File: src/rtl/ang_ref_pkg.sv
package ang_ref_pkg;

  typedef enum logic [1:0] {LD_IDLE, LD_FILL, LD_DONE} ld_state_e;

  // integer part of a 1/32-sample displacement (floor)
  function automatic int disp_int(input int prod);
    return prod >>> 5;
  endfunction

  // fractional phase of a 1/32-sample displacement
  function automatic logic [4:0] disp_frac(input int prod);
    return prod[4:0];
  endfunction

  // clamp a signed index into [lo, hi]
  function automatic int clamp_idx(input int v, input int lo, input int hi);
    if (v < lo) return lo;
    if (v > hi) return hi;
    return v;
  endfunction

  // size codes 2 and above (16 and 32) use the smoothing family
  function automatic logic fam_is_gauss(input int size_code);
    return size_code >= 2;
  endfunction

endpackage

File: src/rtl/ang_ref_loader.sv
module ang_ref_loader
  import ang_ref_pkg::*;
#(
  parameter int PW   = 8,
  parameter int NMAX = 32,
  localparam int LEN_MAX = 2 * NMAX + 1,
  localparam int IW      = $clog2(LEN_MAX + 1)
) (
  input  logic                  clk,
  input  logic                  rst_n,
  input  logic                  start_i,
  input  logic                  vert_i,
  input  logic                  neg_i,
  input  logic [IW-1:0]         last_i,
  input  logic [LEN_MAX*PW-1:0] above_i,
  input  logic [LEN_MAX*PW-1:0] left_i,
  output logic                  ready_o,
  output logic                  vert_o,
  output logic [IW-1:0]         last_o,
  output logic                  fill_last_o,
  output logic [LEN_MAX*PW-1:0] ref_o
);

  ld_state_e       state;
  logic [IW-1:0]   cnt;
  logic [IW-1:0]   last_q;
  logic            vert_q;
  logic            neg_q;
  logic [PW-1:0]   mem     [LEN_MAX];
  logic [PW-1:0]   above_a [LEN_MAX];
  logic [PW-1:0]   left_a  [LEN_MAX];
  logic [PW-1:0]   src_px;
  logic [IW-1:0]   opp_k;

  always_comb begin
    for (int k = 0; k < LEN_MAX; k++) begin
      above_a[k] = above_i[k*PW +: PW];
      left_a[k]  = left_i[k*PW +: PW];
    end
  end

  // entries 0..3 come reversed from the opposite side when the angle is negative
  always_comb begin
    opp_k = IW'(3) - cnt;
    if (neg_q && (cnt < IW'(4)))
      src_px = vert_q ? left_a[opp_k] : above_a[opp_k];
    else
      src_px = vert_q ? above_a[cnt] : left_a[cnt];
  end

  always_ff @(posedge clk or negedge rst_n) begin
    if (!rst_n) begin
      state  <= LD_IDLE;
      cnt    <= '0;
      last_q <= '0;
      vert_q <= 1'b0;
      neg_q  <= 1'b0;
      for (int k = 0; k < LEN_MAX; k++) mem[k] <= '0;
    end else if (start_i) begin
      state  <= LD_FILL;
      cnt    <= '0;
      last_q <= last_i;
      vert_q <= vert_i;
      neg_q  <= neg_i;
    end else if (state == LD_FILL) begin
      mem[cnt] <= src_px;
      if (cnt == last_q) state <= LD_DONE;
      else               cnt   <= cnt + IW'(1);
    end
  end

  always_comb begin
    for (int k = 0; k < LEN_MAX; k++) ref_o[k*PW +: PW] = mem[k];
  end

  assign ready_o     = (state == LD_DONE);
  assign vert_o      = vert_q;
  assign last_o      = last_q;
  assign fill_last_o = (state == LD_FILL) && (cnt == last_q);

endmodule

File: src/rtl/ang_tap_locator.sv
module ang_tap_locator
  import ang_ref_pkg::*;
#(
  parameter int PW    = 8,
  parameter int NMAX  = 32,
  parameter int ANG_W = 10,
  localparam int LEN_MAX = 2 * NMAX + 1,
  localparam int IW      = $clog2(LEN_MAX + 1),
  localparam int CW      = $clog2(NMAX)
) (
  input  logic                    vert_i,
  input  logic signed [ANG_W-1:0] angle_i,
  input  logic [CW-1:0]           x_i,
  input  logic [CW-1:0]           y_i,
  input  logic [IW-1:0]           last_i,
  input  logic [LEN_MAX*PW-1:0]   ref_i,
  output logic [PW-1:0]           p0_o,
  output logic [PW-1:0]           p1_o,
  output logic [PW-1:0]           p2_o,
  output logic [PW-1:0]           p3_o,
  output logic [4:0]              frac_o,
  output logic                    at_low_o,
  output logic                    at_high_o
);

  logic [PW-1:0] r [LEN_MAX];
  logic [CW-1:0] major, minor;
  logic [IW-1:0] idx_u, idx_m1, idx_p1, idx_p2;
  int            prod, raw, idx;

  always_comb begin
    for (int k = 0; k < LEN_MAX; k++) r[k] = ref_i[k*PW +: PW];
  end

  // horizontal modes swap the coordinate roles
  assign major = vert_i ? y_i : x_i;
  assign minor = vert_i ? x_i : y_i;

  always_comb begin
    prod   = (int'(major) + 1) * int'(angle_i);
    raw    = disp_int(prod) + int'(minor) + 1;
    idx    = clamp_idx(raw, 0, int'(last_i) - 1);
    idx_u  = idx[IW-1:0];
    idx_p1 = idx_u + IW'(1);
    idx_p2 = idx_u + IW'(2);
    idx_m1 = (idx_u == '0) ? '0 : idx_u - IW'(1);
  end

  assign at_low_o  = (idx_u == '0);
  assign at_high_o = (idx_p1 == last_i);
  assign frac_o    = disp_frac(prod);
  assign p1_o      = r[idx_u];
  assign p2_o      = r[idx_p1];
  assign p0_o      = at_low_o  ? r[idx_u]  : r[idx_m1];
  assign p3_o      = at_high_o ? r[idx_p1] : r[idx_p2];

endmodule

File: src/rtl/ang_ref_select.sv
module ang_ref_select
  import ang_ref_pkg::*;
#(
  parameter int PW     = 8,
  parameter int NMAX   = 32,
  parameter int ANG_W  = 10,
  parameter int MODE_W = 7,
  parameter int VERT_MIN_MODE = 34,
  localparam int LOG2N   = $clog2(NMAX),
  localparam int SZ_W    = $clog2(LOG2N - 1),
  localparam int LEN_MAX = 2 * NMAX + 1,
  localparam int IW      = $clog2(LEN_MAX + 1),
  localparam int CW      = LOG2N
) (
  input  logic                    clk,
  input  logic                    rst_n,
  input  logic                    cfg_start,
  input  logic [MODE_W-1:0]       cfg_mode,
  input  logic signed [ANG_W-1:0] cfg_angle,
  input  logic [SZ_W-1:0]         cfg_size,
  input  logic [LEN_MAX*PW-1:0]   above_px,
  input  logic [LEN_MAX*PW-1:0]   left_px,
  output logic                    ready,
  input  logic                    q_valid,
  input  logic [CW-1:0]           q_x,
  input  logic [CW-1:0]           q_y,
  output logic                    o_valid,
  output logic [PW-1:0]           o_p0,
  output logic [PW-1:0]           o_p1,
  output logic [PW-1:0]           o_p2,
  output logic [PW-1:0]           o_p3,
  output logic [4:0]              o_frac,
  output logic                    o_gauss
);

  logic                    cfg_vert;
  logic [IW-1:0]           cfg_last;
  logic                    ld_vert;
  logic [IW-1:0]           ld_last;
  logic                    ld_fill_last;
  logic [LEN_MAX*PW-1:0]   ref_line;
  logic signed [ANG_W-1:0] angle_q;
  logic                    gauss_q;
  logic                    q_take;
  logic [PW-1:0]           loc_p0, loc_p1, loc_p2, loc_p3;
  logic [4:0]              loc_frac;
  logic                    loc_at_low, loc_at_high;

  assign cfg_vert = (int'(cfg_mode) >= VERT_MIN_MODE);
  assign cfg_last = IW'(32'd8 << cfg_size);   // 2N with N = 4 << size
  assign q_take   = q_valid && ready;

  ang_ref_loader #(.PW(PW), .NMAX(NMAX)) u_loader (
    .clk         (clk),
    .rst_n       (rst_n),
    .start_i     (cfg_start),
    .vert_i      (cfg_vert),
    .neg_i       (cfg_angle < 0),
    .last_i      (cfg_last),
    .above_i     (above_px),
    .left_i      (left_px),
    .ready_o     (ready),
    .vert_o      (ld_vert),
    .last_o      (ld_last),
    .fill_last_o (ld_fill_last),
    .ref_o       (ref_line)
  );

  ang_tap_locator #(.PW(PW), .NMAX(NMAX), .ANG_W(ANG_W)) u_locator (
    .vert_i    (ld_vert),
    .angle_i   (angle_q),
    .x_i       (q_x),
    .y_i       (q_y),
    .last_i    (ld_last),
    .ref_i     (ref_line),
    .p0_o      (loc_p0),
    .p1_o      (loc_p1),
    .p2_o      (loc_p2),
    .p3_o      (loc_p3),
    .frac_o    (loc_frac),
    .at_low_o  (loc_at_low),
    .at_high_o (loc_at_high)
  );

  always_ff @(posedge clk or negedge rst_n) begin
    if (!rst_n) begin
      angle_q <= '0;
      gauss_q <= 1'b0;
    end else if (cfg_start) begin
      angle_q <= cfg_angle;
      gauss_q <= fam_is_gauss(int'(cfg_size));
    end
  end

  always_ff @(posedge clk or negedge rst_n) begin
    if (!rst_n) begin
      o_valid <= 1'b0;
      o_p0    <= '0;
      o_p1    <= '0;
      o_p2    <= '0;
      o_p3    <= '0;
      o_frac  <= '0;
      o_gauss <= 1'b0;
    end else begin
      o_valid <= q_take;
      if (q_take) begin
        o_p0    <= loc_p0;
        o_p1    <= loc_p1;
        o_p2    <= loc_p2;
        o_p3    <= loc_p3;
        o_frac  <= loc_frac;
        o_gauss <= gauss_q;
      end
    end
  end

endmodule

File: config.mk
export PLATFORM = sky130hd
export DESIGN_NAME = ang_ref_select
export DESIGN_NICKNAME = d
export VERILOG_FILES = /design/src/rtl/ang_ref_pkg.sv /design/src/rtl/ang_ref_loader.sv /design/src/rtl/ang_tap_locator.sv /design/src/rtl/ang_ref_select.sv
export SDC_FILE = /design/constraint.sdc
export NUM_CORES = 2
export LEC_CHECK = 0
export BUFFER_PORTS_ARGS = -buffer_cell sky130_fd_sc_hd__buf_2
export CELL_PAD_IN_SITES_DETAIL_PLACEMENT = 0
export CELL_PAD_IN_SITES_GLOBAL_PLACEMENT = 1
export CORE_AREA = 2 2 431 433
export DETAILED_ROUTE_END_ITERATION = 10
export DIE_AREA = 0 0 433 435
export PLACE_DENSITY = 0.68
export SETUP_SLACK_MARGIN = 0.1
export SLEW_MARGIN = 20
export SYNTH_ARGS = -nofsm -noshare
export SYNTH_HDL_FRONTEND = slang
export SYNTH_HIERARCHICAL = 1
export SYNTH_SLANG_ARGS = --single-unit
export TNS_END_PERCENT = 100
File: constraint.sdc
create_clock -name clk -period 15 [get_ports clk]
set_input_delay 3 -clock clk [delete_from_list [all_inputs] [get_ports clk]]
set_output_delay 3 -clock clk [all_outputs]
set_load 0.03 [all_outputs]
==> summary.log <==
qor: critical_path.crit_path_top_delay_cell or4_1
qor: routing.vias 73.7k
qor: placement.place_ws 152 ps
qor: clock_network.cts_hold_repair.buffers 0
qor: clock_network.max-clock-path-buffers 3
qor: min_path.hold_class reg -> reg
qor: floorplan.initial_utilization 0.317
qor: floorplan.placement_rows 158
qor: logic_synthesis.synthesis.yosys.warnings 6
qor: critical_path.end_kind flop
qor: routing.route.detailed.drc 0
qor: global_route.first_global_vias 66.8k
qor: floorplan.fp.dieArea 0.188 mm²
qor: cells_and_area.final-instance-count-excl-fill 10.9k
qor: global_route.grt_antenna_before_repair 201
qor: timing.rsz0062_at_grt no
qor: cells_and_area.drive_gt1_frac 0.323
qor: clock_network.cts.repair.resized 0
qor: critical_path.maximum_fanout_count_along_the_critical_path 13
qor: global_route.pin_count_of_the_biggest_net_entering_global_routing 158
qor: critical_path.crit_family compound AO/OA/AOI/OAI gates
qor: floorplan.die_height 435 µm
qor: routing.initialDrtViolationCount 12.0k
qor: logic_synthesis.syn_inst 7,125
qor: cells_and_area.area.sequential 0.0147 mm²
qor: timing.report.final.hold_viol_count 0
qor: timing.timing.fmax 0.0690 GHz
qor: placement.globalplace.congestion 1.09
qor: timing.maxSlewHeadroom 0.0872
qor: timing.slew_violations 0
qor: clock_network.cts.reportedPaths.clkPinSlew 60 ps
qor: logic_synthesis.netlist_area 0.0583 mm²
qor: logic_synthesis.postSynthAreaPerCell 8.19 µm²
qor: clock_network.cts_tree done
qor: clock_network.ctsHtreeMaxLevel 3
qor: clock_network.tritoncts_buffer_count 78
qor: clock_network.clkLatencyLatePin 740 ps
qor: routing.count_of_nets_left_with_antenna_violations_after_detail_routing 0
qor: timing.final.period_utilization 0.966
qor: clock_network.clock_sinks 588
qor: timing.finalCriticalPeriod 14,500 ps
qor: cells_and_area.synthToLayoutAreaGrowth 23.9%
qor: critical_path.worst_path_bufs_invs 10
qor: routing.number_of_detailed_routing_iterations_run_before_antenna_repair 9
qor: placement.place_inst 10.6k
qor: cells_and_area.final_net_count 9,382
qor: critical_path.critPathMaxStageDelay 570 ps
qor: global_route.groute.usage.overall 0.499
qor: status.result_of_the_run completed
qor: clock_network.root_buffer clkbuf_16
qor: routing.wirelength_routed 487,000 µm
qor: cells_and_area.multiInputGateArea 0.0406 mm²
qor: cells_and_area.fillers 19.3k
qor: critical_path.classification_of_the_worst_setup_path in -> reg
qor: critical_path.timing.critical_path.arrival 15,090 ps
qor: timing.fin_worst_skew 52.0 ps
qor: job.drv.max_cap_violation_count 0
qor: placement.numPortBuffers 1,111
qor: routing.routed_wire_length_per_instance 44.5 µm
qor: timing.tns_setup 0 ps
qor: global_route.grt_pass1_wl 636,000 µm
qor: timing.final_critical_path_setup_slack 503 ps
qor: clock_network.cts_post_setup_buffers_inserted 0
qor: placement.hpwlAfterDp 370,000 µm
qor: routing.drt-vias-per-instance 6.73
qor: timing.actual_slew_at_the_worst_max_slew_pin 1360 ps
qor: critical_path.worst_setup_path_start_kind input pin
qor: floorplan.core_region_area 0.184 mm²
qor: floorplan.design.portCount 1,113
qor: critical_path.required 15,590 ps
qor: global_route.grt-ovfl-total 0
qor: floorplan.die_w 433 µm
qor: timing.final_setup_violating_endpoints 0
worst paths after layout:
| kind | from | endpoint | slack (ps) | depth (start not counted) |
|---|---|---|---|---|
| worst max-delay path | q_y[0] | o_p3[7]$_DFFE_PN0P_ | 500 | 49 |
| worst min-delay path | u_loader/ref_o[21]$_DFFE_PN0P_ | u_loader/ref_o[21]$_DFFE_PN0P_ | 500 | 2 |
| worst max register to register | u_loader/vert_o$_DFFE_PN0P_ | o_p3[7]$_DFFE_PN0P_ | 2100 | 48 |
| worst min register to register | u_loader/ref_o[21]$_DFFE_PN0P_ | u_loader/ref_o[21]$_DFFE_PN0P_ | 500 | 2 |
| max in group asynchronous | rst_n | u_loader/cnt[2]$_DFFE_PN0P_ | 10210 | 3 |
| min in group asynchronous | rst_n | o_frac[0]$_DFFE_PN0P_ | 2320 | 1 |
cells in the final DEF (no fill, tap or decap), types with 90 or more instances in the layout:
cell type  instances
a211oi_1          96
a21oi_1          306
a221oi_1          91
a31oi_1          170
and3_1           113
buf_2           1111
buf_4            463
dfrtp_1          582
diode_2          202
inv_1             90
mux2_2           583
mux2i_1          376
mux4_2           107
nand2_1         1419
nand3_1          410
nor2_1           304
nor3_1           115
o21ai_0          308
o22ai_1          155
metal layers:
metal  vias to the layer above  GRT usage  wire length [µm]
met1                     36598      0.596            176000
met4                       103      0.361             43100
met5                         -   0.000768               731
li1                      29042          -                 -
met2                      6384      0.673            191000
met3                      1544      0.264             76100
cell type report:
class / count / share of cell area
antenna: 202 / 0.00699
clock buffer: 100 / 0.0304
clock inverter: 42 / 0.00820
inverter: 100 / 0.00559
multi-input combinational: 5803 / 0.562
sequential: 588 / 0.204
tap: 2480 / 0.0429
timing repair buffer: 1632 / 0.141
state kept, by name, summed over array words and instances, names as in the netlist, 7 cells and up:
register         flops
o_p0                 8
u_loader/ref_o     520
u_loader/last_o      7
o_p1                 8
o_p2                 8
o_p3                 8
u_loader/cnt         7
angle_q             10
worst register-to-register path, delay by kind of cell, from the launching register on:
kind            cells  cell delay [ps]
compound gates     15             3660
fa+ha+maj           9             3430
simple gates        9             2240
mux                 4             1270
buf+inv             9             1160
flops               1              670
xor+xnor            2              310
through the flow:
| stage | util | area [µm²] | hold WS [ps] |
|---|---|---|---|
| 2_1_floorplan | - | 58400 | 450 |
| 3_3_place_gp | 0.374 | 68900 | 466 |
| 3_5_place_dp | 0.375 | 68900 | 479 |
| 4_1_cts | 0.390 | 71700 | 492 |
| 5_1_grt | 0.391 | 72000 | 519 |
| 6_report | 0.393 | 72300 | 497 |
Power is left out: the tool's default activity adds up to more than one toggle a clock period on the data nets, which glitch-free logic cannot reach.
